<file path="src/rtl/rs_pkg.sv">
package rs_pkg;

    localparam int BYTE_W = 8;

    localparam logic [BYTE_W-1:0] PFX_ROT = 8'hCB;
    localparam logic [BYTE_W-1:0] PFX_IXB = 8'hDD;
    localparam logic [BYTE_W-1:0] PFX_IYB = 8'hFD;

    localparam int SB_FETCH = 0;
    localparam int SB_READ  = 1;
    localparam int SB_WRITE = 2;
    localparam int SB_INTL  = 3;
    localparam int SB_NUM   = 4;

    // first 3 states of the 5-state cycle fetch the operation byte
    localparam logic [2:0] OPIX_FETCH_STATES = 3'd3;

    typedef enum logic [1:0] {FM_NONE, FM_HL, FM_IX, FM_IY} form_e;

    typedef enum logic [2:0] {CY_FETCH, CY_READ, CY_DISP, CY_OPIX, CY_WRITE} cyc_e;

    typedef struct packed {
        cyc_e       kind;
        logic [2:0] len;
    } cyc_t;

    typedef struct packed {
        logic s;
        logic z;
        logic h;
        logic pv;
        logic n;
        logic c;
    } flags_t;

    function automatic logic is_indexed(form_e f);
        return (f == FM_IX) || (f == FM_IY);
    endfunction

    function automatic logic op_ok(logic [BYTE_W-1:0] b);
        return (b[7:6] == 2'b00) && (b[2:0] == 3'b110);
    endfunction

    // machine-cycle table: kind and T-state count per form and cycle index
    function automatic cyc_t cyc_of(form_e f, logic [2:0] m);
        cyc_t d;
        d.kind = CY_FETCH;
        d.len  = 3'd4;
        if (m >= 3'd2) begin
            if (!is_indexed(f)) begin
                if (m == 3'd2) begin
                    d.kind = CY_READ;  d.len = 3'd4;
                end else begin
                    d.kind = CY_WRITE; d.len = 3'd3;
                end
            end else begin
                case (m)
                    3'd2:    begin d.kind = CY_DISP;  d.len = 3'd3; end
                    3'd3:    begin d.kind = CY_OPIX;  d.len = 3'd5; end
                    3'd4:    begin d.kind = CY_READ;  d.len = 3'd4; end
                    default: begin d.kind = CY_WRITE; d.len = 3'd3; end
                endcase
            end
        end
        return d;
    endfunction

endpackage

</file>
<file path="src/rtl/rs_rotate.sv">
module rs_rotate
    import rs_pkg::*;
#(
    parameter int W = BYTE_W
) (
    input  logic [W-1:0] val_i,
    input  logic [2:0]   op_i,
    input  logic         carry_i,
    output logic [W-1:0] res_o,
    output flags_t       flags_o
);

    logic out_bit;

    always_comb begin
        case (op_i)
            3'b000: begin res_o = {val_i[W-2:0], val_i[W-1]};  out_bit = val_i[W-1]; end
            3'b001: begin res_o = {val_i[0], val_i[W-1:1]};    out_bit = val_i[0];   end
            3'b010: begin res_o = {val_i[W-2:0], carry_i};     out_bit = val_i[W-1]; end
            3'b011: begin res_o = {carry_i, val_i[W-1:1]};     out_bit = val_i[0];   end
            3'b100: begin res_o = {val_i[W-2:0], 1'b0};        out_bit = val_i[W-1]; end
            3'b101: begin res_o = {val_i[W-1], val_i[W-1:1]};  out_bit = val_i[0];   end
            3'b110: begin res_o = {val_i[W-2:0], 1'b1};        out_bit = val_i[W-1]; end
            default: begin res_o = {1'b0, val_i[W-1:1]};       out_bit = val_i[0];   end
        endcase
        flags_o.s  = res_o[W-1];
        flags_o.z  = (res_o == '0);
        flags_o.h  = 1'b0;
        flags_o.pv = ~^res_o;
        flags_o.n  = 1'b0;
        flags_o.c  = out_bit;
    end

endmodule

</file>
<file path="src/rtl/rs_ea.sv">
module rs_ea
    import rs_pkg::*;
#(
    parameter int ADDR_W = 16
) (
    input  form_e              form_i,
    input  logic [ADDR_W-1:0]  hl_i,
    input  logic [ADDR_W-1:0]  ix_i,
    input  logic [ADDR_W-1:0]  iy_i,
    input  logic [BYTE_W-1:0]  disp_i,
    output logic [ADDR_W-1:0]  ea_o
);

    localparam int EXT_W = ADDR_W - BYTE_W;

    logic [ADDR_W-1:0] disp_x;
    logic [ADDR_W-1:0] base;

    assign disp_x = {{EXT_W{disp_i[BYTE_W-1]}}, disp_i};

    always_comb begin
        case (form_i)
            FM_IX:   base = ix_i;
            FM_IY:   base = iy_i;
            default: base = hl_i;
        endcase
        ea_o = is_indexed(form_i) ? (base + disp_x) : base;
    end

endmodule

</file>
<file path="src/rtl/rs_strobe.sv">
module rs_strobe
    import rs_pkg::*;
(
    input  cyc_e              kind_i,
    input  logic [2:0]        tst_i,
    input  logic              act_i,
    output logic [SB_NUM-1:0] stb_o
);

    always_comb begin
        stb_o = '0;
        if (act_i) begin
            case (kind_i)
                CY_FETCH: stb_o[SB_FETCH] = 1'b1;
                CY_READ,
                CY_DISP:  stb_o[SB_READ]  = 1'b1;
                CY_WRITE: stb_o[SB_WRITE] = 1'b1;
                default: begin
                    if (tst_i < OPIX_FETCH_STATES) stb_o[SB_FETCH] = 1'b1;
                    else                           stb_o[SB_INTL]  = 1'b1;
                end
            endcase
        end
    end

endmodule

</file>
<file path="src/rtl/mem_rotate_seq.sv">
module mem_rotate_seq
    import rs_pkg::*;
#(
    parameter int ADDR_W = 16
) (
    input  logic              clk,
    input  logic              rst,
    input  logic              start_i,
    input  logic [ADDR_W-1:0] pc_i,
    input  logic [ADDR_W-1:0] hl_i,
    input  logic [ADDR_W-1:0] ix_i,
    input  logic [ADDR_W-1:0] iy_i,
    input  logic              carry_i,
    input  logic [7:0]        data_i,
    output logic [ADDR_W-1:0] addr_o,
    output logic [7:0]        data_o,
    output logic              fetch_o,
    output logic              read_o,
    output logic              write_o,
    output logic              intl_o,
    output logic              busy_o,
    output logic              done_o,
    output logic              illegal_o,
    output logic [5:0]        flag_o
);

    logic              busy_q;
    form_e             form_q;
    logic [2:0]        m_q;
    logic [2:0]        t_q;
    logic [ADDR_W-1:0] pc_q, hl_q, ix_q, iy_q, ea_q;
    logic              carry_q;
    logic [7:0]        disp_q, op_q, res_q;
    flags_t            flags_q;

    cyc_t              desc;
    logic              last_t, sample, fetchish, bad;
    logic [ADDR_W-1:0] ea_calc;
    logic [7:0]        alu_res;
    flags_t            alu_flags;
    logic [SB_NUM-1:0] stb;

    assign desc = cyc_of(form_q, m_q);

    always_comb begin
        last_t   = (t_q == desc.len - 3'd1);
        fetchish = (desc.kind == CY_FETCH) || (desc.kind == CY_DISP) || (desc.kind == CY_OPIX);
        if (desc.kind == CY_OPIX) sample = busy_q && (t_q == OPIX_FETCH_STATES - 3'd1);
        else                      sample = busy_q && (desc.kind != CY_WRITE) && last_t;
        case (m_q)
            3'd0:    bad = !((data_i == PFX_ROT) || (data_i == PFX_IXB) || (data_i == PFX_IYB));
            3'd1:    bad = is_indexed(form_q) ? (data_i != PFX_ROT) : !op_ok(data_i);
            3'd3:    bad = is_indexed(form_q) && !op_ok(data_i);
            default: bad = 1'b0;
        endcase
    end

    rs_ea #(.ADDR_W(ADDR_W)) u_ea (
        .form_i (form_q),
        .hl_i   (hl_q),
        .ix_i   (ix_q),
        .iy_i   (iy_q),
        .disp_i (disp_q),
        .ea_o   (ea_calc)
    );

    rs_rotate #(.W(BYTE_W)) u_rot (
        .val_i   (data_i),
        .op_i    (op_q[5:3]),
        .carry_i (carry_q),
        .res_o   (alu_res),
        .flags_o (alu_flags)
    );

    rs_strobe u_stb (
        .kind_i (desc.kind),
        .tst_i  (t_q),
        .act_i  (busy_q),
        .stb_o  (stb)
    );

    always_ff @(posedge clk) begin
        if (rst) begin
            busy_q  <= 1'b0;
            form_q  <= FM_NONE;
            m_q     <= '0;
            t_q     <= '0;
            pc_q    <= '0;
            hl_q    <= '0;
            ix_q    <= '0;
            iy_q    <= '0;
            ea_q    <= '0;
            carry_q <= 1'b0;
            disp_q  <= '0;
            op_q    <= '0;
            res_q   <= '0;
            flags_q <= '0;
        end else if (!busy_q) begin
            if (start_i) begin
                busy_q  <= 1'b1;
                form_q  <= FM_NONE;
                m_q     <= '0;
                t_q     <= '0;
                pc_q    <= pc_i;
                hl_q    <= hl_i;
                ix_q    <= ix_i;
                iy_q    <= iy_i;
                carry_q <= carry_i;
            end
        end else begin
            if (sample && fetchish) pc_q <= pc_q + 1'b1;

            if (sample && (m_q == 3'd0)) begin
                case (data_i)
                    PFX_IXB: form_q <= FM_IX;
                    PFX_IYB: form_q <= FM_IY;
                    default: form_q <= FM_HL;
                endcase
            end

            if (sample && (((m_q == 3'd1) && !is_indexed(form_q)) ||
                           ((m_q == 3'd3) && is_indexed(form_q))))
                op_q <= data_i;

            if (sample && (desc.kind == CY_DISP)) disp_q <= data_i;

            if (last_t && (((m_q == 3'd1) && !is_indexed(form_q)) ||
                           ((m_q == 3'd3) && is_indexed(form_q))))
                ea_q <= ea_calc;

            if (sample && (desc.kind == CY_READ)) begin
                res_q   <= alu_res;
                flags_q <= alu_flags;
            end

            if ((sample && bad) || (desc.kind == CY_WRITE && last_t)) begin
                busy_q <= 1'b0;
                m_q    <= '0;
                t_q    <= '0;
            end else if (last_t) begin
                t_q <= '0;
                m_q <= m_q + 3'd1;
            end else begin
                t_q <= t_q + 3'd1;
            end
        end
    end

    assign addr_o    = fetchish ? pc_q : ea_q;
    assign data_o    = res_q;
    assign fetch_o   = stb[SB_FETCH];
    assign read_o    = stb[SB_READ];
    assign write_o   = stb[SB_WRITE];
    assign intl_o    = stb[SB_INTL];
    assign busy_o    = busy_q;
    assign done_o    = busy_q && (desc.kind == CY_WRITE) && last_t;
    assign illegal_o = sample && bad;
    assign flag_o    = flags_q;

    AST_STROBE_ONEHOT: assert property (@(posedge clk) disable iff (rst)
        busy_o |-> ($countones({fetch_o, read_o, write_o, intl_o}) == 1));
    AST_IDLE_QUIET: assert property (@(posedge clk) disable iff (rst)
        !busy_o |-> ({fetch_o, read_o, write_o, intl_o, done_o, illegal_o} == 6'b0));
    AST_DONE_ON_WRITE: assert property (@(posedge clk) disable iff (rst)
        done_o |-> write_o);
    AST_DONE_THEN_IDLE: assert property (@(posedge clk) disable iff (rst)
        done_o |=> (!done_o && !busy_o));
    AST_ILLEGAL_THEN_IDLE: assert property (@(posedge clk) disable iff (rst)
        illegal_o |=> (!busy_o && !write_o));
    AST_WRITE_ADDR_STABLE: assert property (@(posedge clk) disable iff (rst)
        (write_o && $past(write_o)) |-> $stable(addr_o));
    AST_TSTATE_BOUND: assert property (@(posedge clk) disable iff (rst)
        busy_q |-> (t_q < desc.len));

endmodule

</file>
<file path="config.mk">
export PLATFORM = sky130hd
export DESIGN_NAME = mem_rotate_seq
export DESIGN_NICKNAME = d
export VERILOG_FILES = /design/src/rtl/rs_pkg.sv /design/src/rtl/rs_rotate.sv /design/src/rtl/rs_ea.sv /design/src/rtl/rs_strobe.sv /design/src/rtl/mem_rotate_seq.sv
export SDC_FILE = /design/constraint.sdc
export NUM_CORES = 1
export LEC_CHECK = 0
export ABC_CLOCK_PERIOD_IN_PS = 12000
export CAP_MARGIN = 10
export CORE_MARGIN = 2
export CORE_UTILIZATION = 47
export DETAILED_ROUTE_END_ITERATION = 8
export GPL_TIMING_DRIVEN = 0
export PLACE_DENSITY_LB_ADDON = 0.3
export SETUP_SLACK_MARGIN = 0.3
export SLEW_MARGIN = 40
export SYNTH_ARGS = -nofsm -noshare
export SYNTH_HDL_FRONTEND = slang
export SYNTH_SLANG_ARGS = --single-unit
</file>
<file path="constraint.sdc">
create_clock -name clk -period 12 [get_ports clk]
set_input_delay 2.4 -clock clk [delete_from_list [all_inputs] [get_ports clk]]
set_output_delay 2.4 -clock clk [all_outputs]
set_load 0.01 [all_outputs]
</file>
==> results.sh <==
export IMPL_finalInstanceArea_sq_mm=0.00840
export IMPL_final_antenna_net_count=0
export IMPL_clk_pin_slew_worst_paths_ps=80
export IMPL_cts_made_buffers=9
export IMPL_tightest_slew_ps=790
export IMPL_die_height_microns=124
export IMPL_remaining_drc_errors=0
export IMPL_period_minus_slack_ps=7980
export IMPL_syn_avg_cell_area_sq_um=7.97
export IMPL_count_of_maximum_capacitance_violations=0
export IMPL_fillers=1317
export IMPL_first_global_vias=6188
export IMPL_drt_pass1_iterations=5
export IMPL_post_cts_resized=0
export IMPL_postSynthRegisterBits=112
export IMPL_cp_top_family="buffers and inverters"
export IMPL_ys_seq_area_share_pct=33.1
export IMPL_vias_per_cell=5.69
export IMPL_design_die_area_sq_mm=0.0154
export IMPL_count_of_buffer_and_inverter_cells_on_the_critical_path=6
export IMPL_most_numerous_cell_in_the_yosys_netlist="sky130_fd_sc_hd__nand2_1"
export IMPL_synthDominantAreaCellType="sky130_fd_sc_hd__dfxtp_1"
export IMPL_largest_cells_by_area_after_synthesis="sky130_fd_sc_hd__dfxtp_1, sky130_fd_sc_hd__nand2_1, sky130_fd_sc_hd__mux2i_1, sky130_fd_sc_hd__a21oi_1, sky130_fd_sc_hd__ha_1"
export IMPL_design_portCount=113
export IMPL_cts_tree="built"
export IMPL_finalNetCount=1076
export IMPL_outcome="finished, final reports clean"
export IMPL_dpl_cell_area_sq_mm=0.00810
export IMPL_ctsHoldBuffers=0
export IMPL_routed_via_count=6581
export IMPL_drt_wirelength_per_cell_microns=16.5
export IMPL_synthDominantCellAreaShare_pct=33.1
export IMPL_synth_edff_count=0
export IMPL_area_growth_pct=24.0
export IMPL_worstHoldPathType="register to register"
export IMPL_critPathSlowestCell="sky130_fd_sc_hd__a2111oi_4"
export IMPL_final_layout_size_suffix_gt1_share_pct=6.76
export IMPL_synth_distinct_cells=77
export IMPL_cts_repair_timing_setup_buffer_count=0
export IMPL_grt_max_degree=20
export IMPL_timing_critical_path_required_ps=9600
export IMPL_achievable_frequency_mhz=125
export IMPL_report_final_slew_viol_count=0
export IMPL_slowest_delay_ps=590
export IMPL_antenna_diode_count=0
export IMPL_gpl_final_weighted_congestion=0.905
export IMPL_grtUsageTotal_pct=25.4
export IMPL_floorplan_initialDensity_pct=48.4
export IMPL_synth_common_cells="sky130_fd_sc_hd__nand2_1, sky130_fd_sc_hd__dfxtp_1, sky130_fd_sc_hd__a21oi_1"
export IMPL_cts_buffer_depth=2
export IMPL_power_static_leakage_nw=2.99
export IMPL_vdd_drop_max_mv=0.0810
export IMPL_totalNegativeSetupSlack_ps=0
export IMPL_rsz_0062_raised_after_global_routing="no"
export IMPL_dominantRegCellSynth="sky130_fd_sc_hd__dfxtp_1"
export IMPL_crit_path_cells="buf_2 > clkbuf_1 > clkbuf_1 > clkbuf_1 > buf_1 > a21o_1 > ha_1 > xor2_2 > nor4_2 > a2111oi_4 > o21ai_0 > a21oi_2 > and2_1 > clkdlybuf4s50_1"
export IMPL_worst_slew_slack_as_a_fraction_of_its_limit_pct=47.0
export IMPL_synth_area_sq_mm=0.00678
export IMPL_grt_ovfl_total=0
export IMPL_drt_first_iter_violations=644
export IMPL_grt_antenna_before_repair=0
export IMPL_io_buffer_count=109
export IMPL_critical_path_arrival_ps=5580
export IMPL_clk_latency_ps=360
export IMPL_post_synth_inst_count=850
export IMPL_critical_path_most_common_cell="sky130_fd_sc_hd__clkbuf_1"
export IMPL_timing_worst_setup_path_type="register to output port"
export IMPL_grt_pass1_wl_mm=30.5
export IMPL_setup_viol=0
export IMPL_power_density_mw_per_mm2=101
export IMPL_area_sequential_sq_mm=0.00224
export IMPL_clock_tree_root_cell="sky130_fd_sc_hd__clkbuf_16"
export IMPL_layout_worst_path_cycle_share_pct=66.5
export IMPL_synthesis_yosys_warnings=0
export IMPL_ys_async_sr_fraction_pct=0
export IMPL_multi_input_area_sq_mm=0.00420
export IMPL_critical_path_endpoint_type="output port"
export IMPL_critical_path_max_fanout=10
export IMPL_design_power_total_mw=0.850
export IMPL_cts_htree_levels=3
export IMPL_dp_hpwl_mm=14.5
export IMPL_hold_viol_final=0
export IMPL_skew_ps=9.80
export IMPL_finalWirelength_mm=19.1
export IMPL_core_rowCount=43
export IMPL_startpoint_type="register"
export IMPL_core_region_area_sq_mm=0.0140
export IMPL_num_clock_sinks=112
export IMPL_die_w_microns=124
## power breakdown
part / internal (mW) / switching (mW)
registers: 0.387 / 0.0127
clock network: 0.155 / 0.149
logic: 0.0669 / 0.0783
## stage by stage
| step | util, % | hold WS, ps | worst slack (ps) | cells |
|---|---|---|---|---|
| 2_1_floorplan | - | 429 | 6120 | 851 |
| 3_3_place_gp | 57.9 | 442 | 4500 | 1140 |
| 3_5_place_dp | 57.9 | 447 | 4420 | 1140 |
| 4_1_cts | 60.0 | 457 | 4000 | 1156 |
| 5_1_grt | 60.1 | 479 | 3700 | 1156 |
| 6_report | 60.1 | 457 | 4020 | 1156 |
## logic make-up (layout without fill, tap and decap cells)
family,count (synthesis),count (layout),synth area share (%)
buf+inv,80,205,5.12
other cells,1,2,0.0553
flops,112,112,33.1
xor+xnor,17,17,2.31
simple gates,310,310,20.5
compound gates,228,228,22.3
fa+ha+maj,29,29,5.47
mux,73,73,11.1
## worst paths after layout
kind                                start         to  slack [ps]  cells after the start
worst max-delay path            form_q[1]  illegal_o        4020                     14
worst min-delay path              ix_q[4]    ix_q[4]         460                      2
worst max register to register  form_q[1]   ea_q[15]        6870                     13
worst min register to register    ix_q[4]    ix_q[4]         460                      2
## tightest hold or removal path: stages (launching register included)
cell                      delay [ps]
sky130_fd_sc_hd__dfxtp_1         310
sky130_fd_sc_hd__nand2_1          50
sky130_fd_sc_hd__a21oi_1          50
## registers in the layout (all words and copies together), names as in the netlist, 2 cells and up
signal  count
pc_q       16
hl_q       16
iy_q       16
form_q      2
disp_q      8
data_o      8
ea_q       16
ix_q       16
op_q        3
t_q         3
m_q         3
flag_o      3
## layer usage
metal | track usage (%) | vias up | share of wire (%)
met5 | 0 | - | 0
met4 | 9.41 | 0 | 2.7
met3 | 5.63 | 33 | 6.6
met2 | 40.2 | 253 | 44
met1 | 33.9 | 3012 | 46
li1 | - | 3283 | -
## layout by cell type, fill, tap and decap left out, drive strengths merged, types with 23 or more instances in the layout
cell / n
o21ai: 30
nand3: 23
mux2i: 54
inv: 25
nor2: 67
dfxtp: 112
nand2: 148
a21oi: 98
clkdlybuf4s50: 109
clkbuf: 52
ha: 28
## layout make-up
class / count / share of cell area (%)
Tap cell: 180 / 2.68
Clock buffer: 11 / 3.01
Buffer: 57 / 3.10
Clock inverter: 5 / 0.521
Inverter: 23 / 1.03
Sequential cell: 112 / 26.7
Multi-Input combinational cell: 659 / 50.0
Timing Repair Buffer: 109 / 13.0
Note: power is estimated with default switching activity, not from simulation.
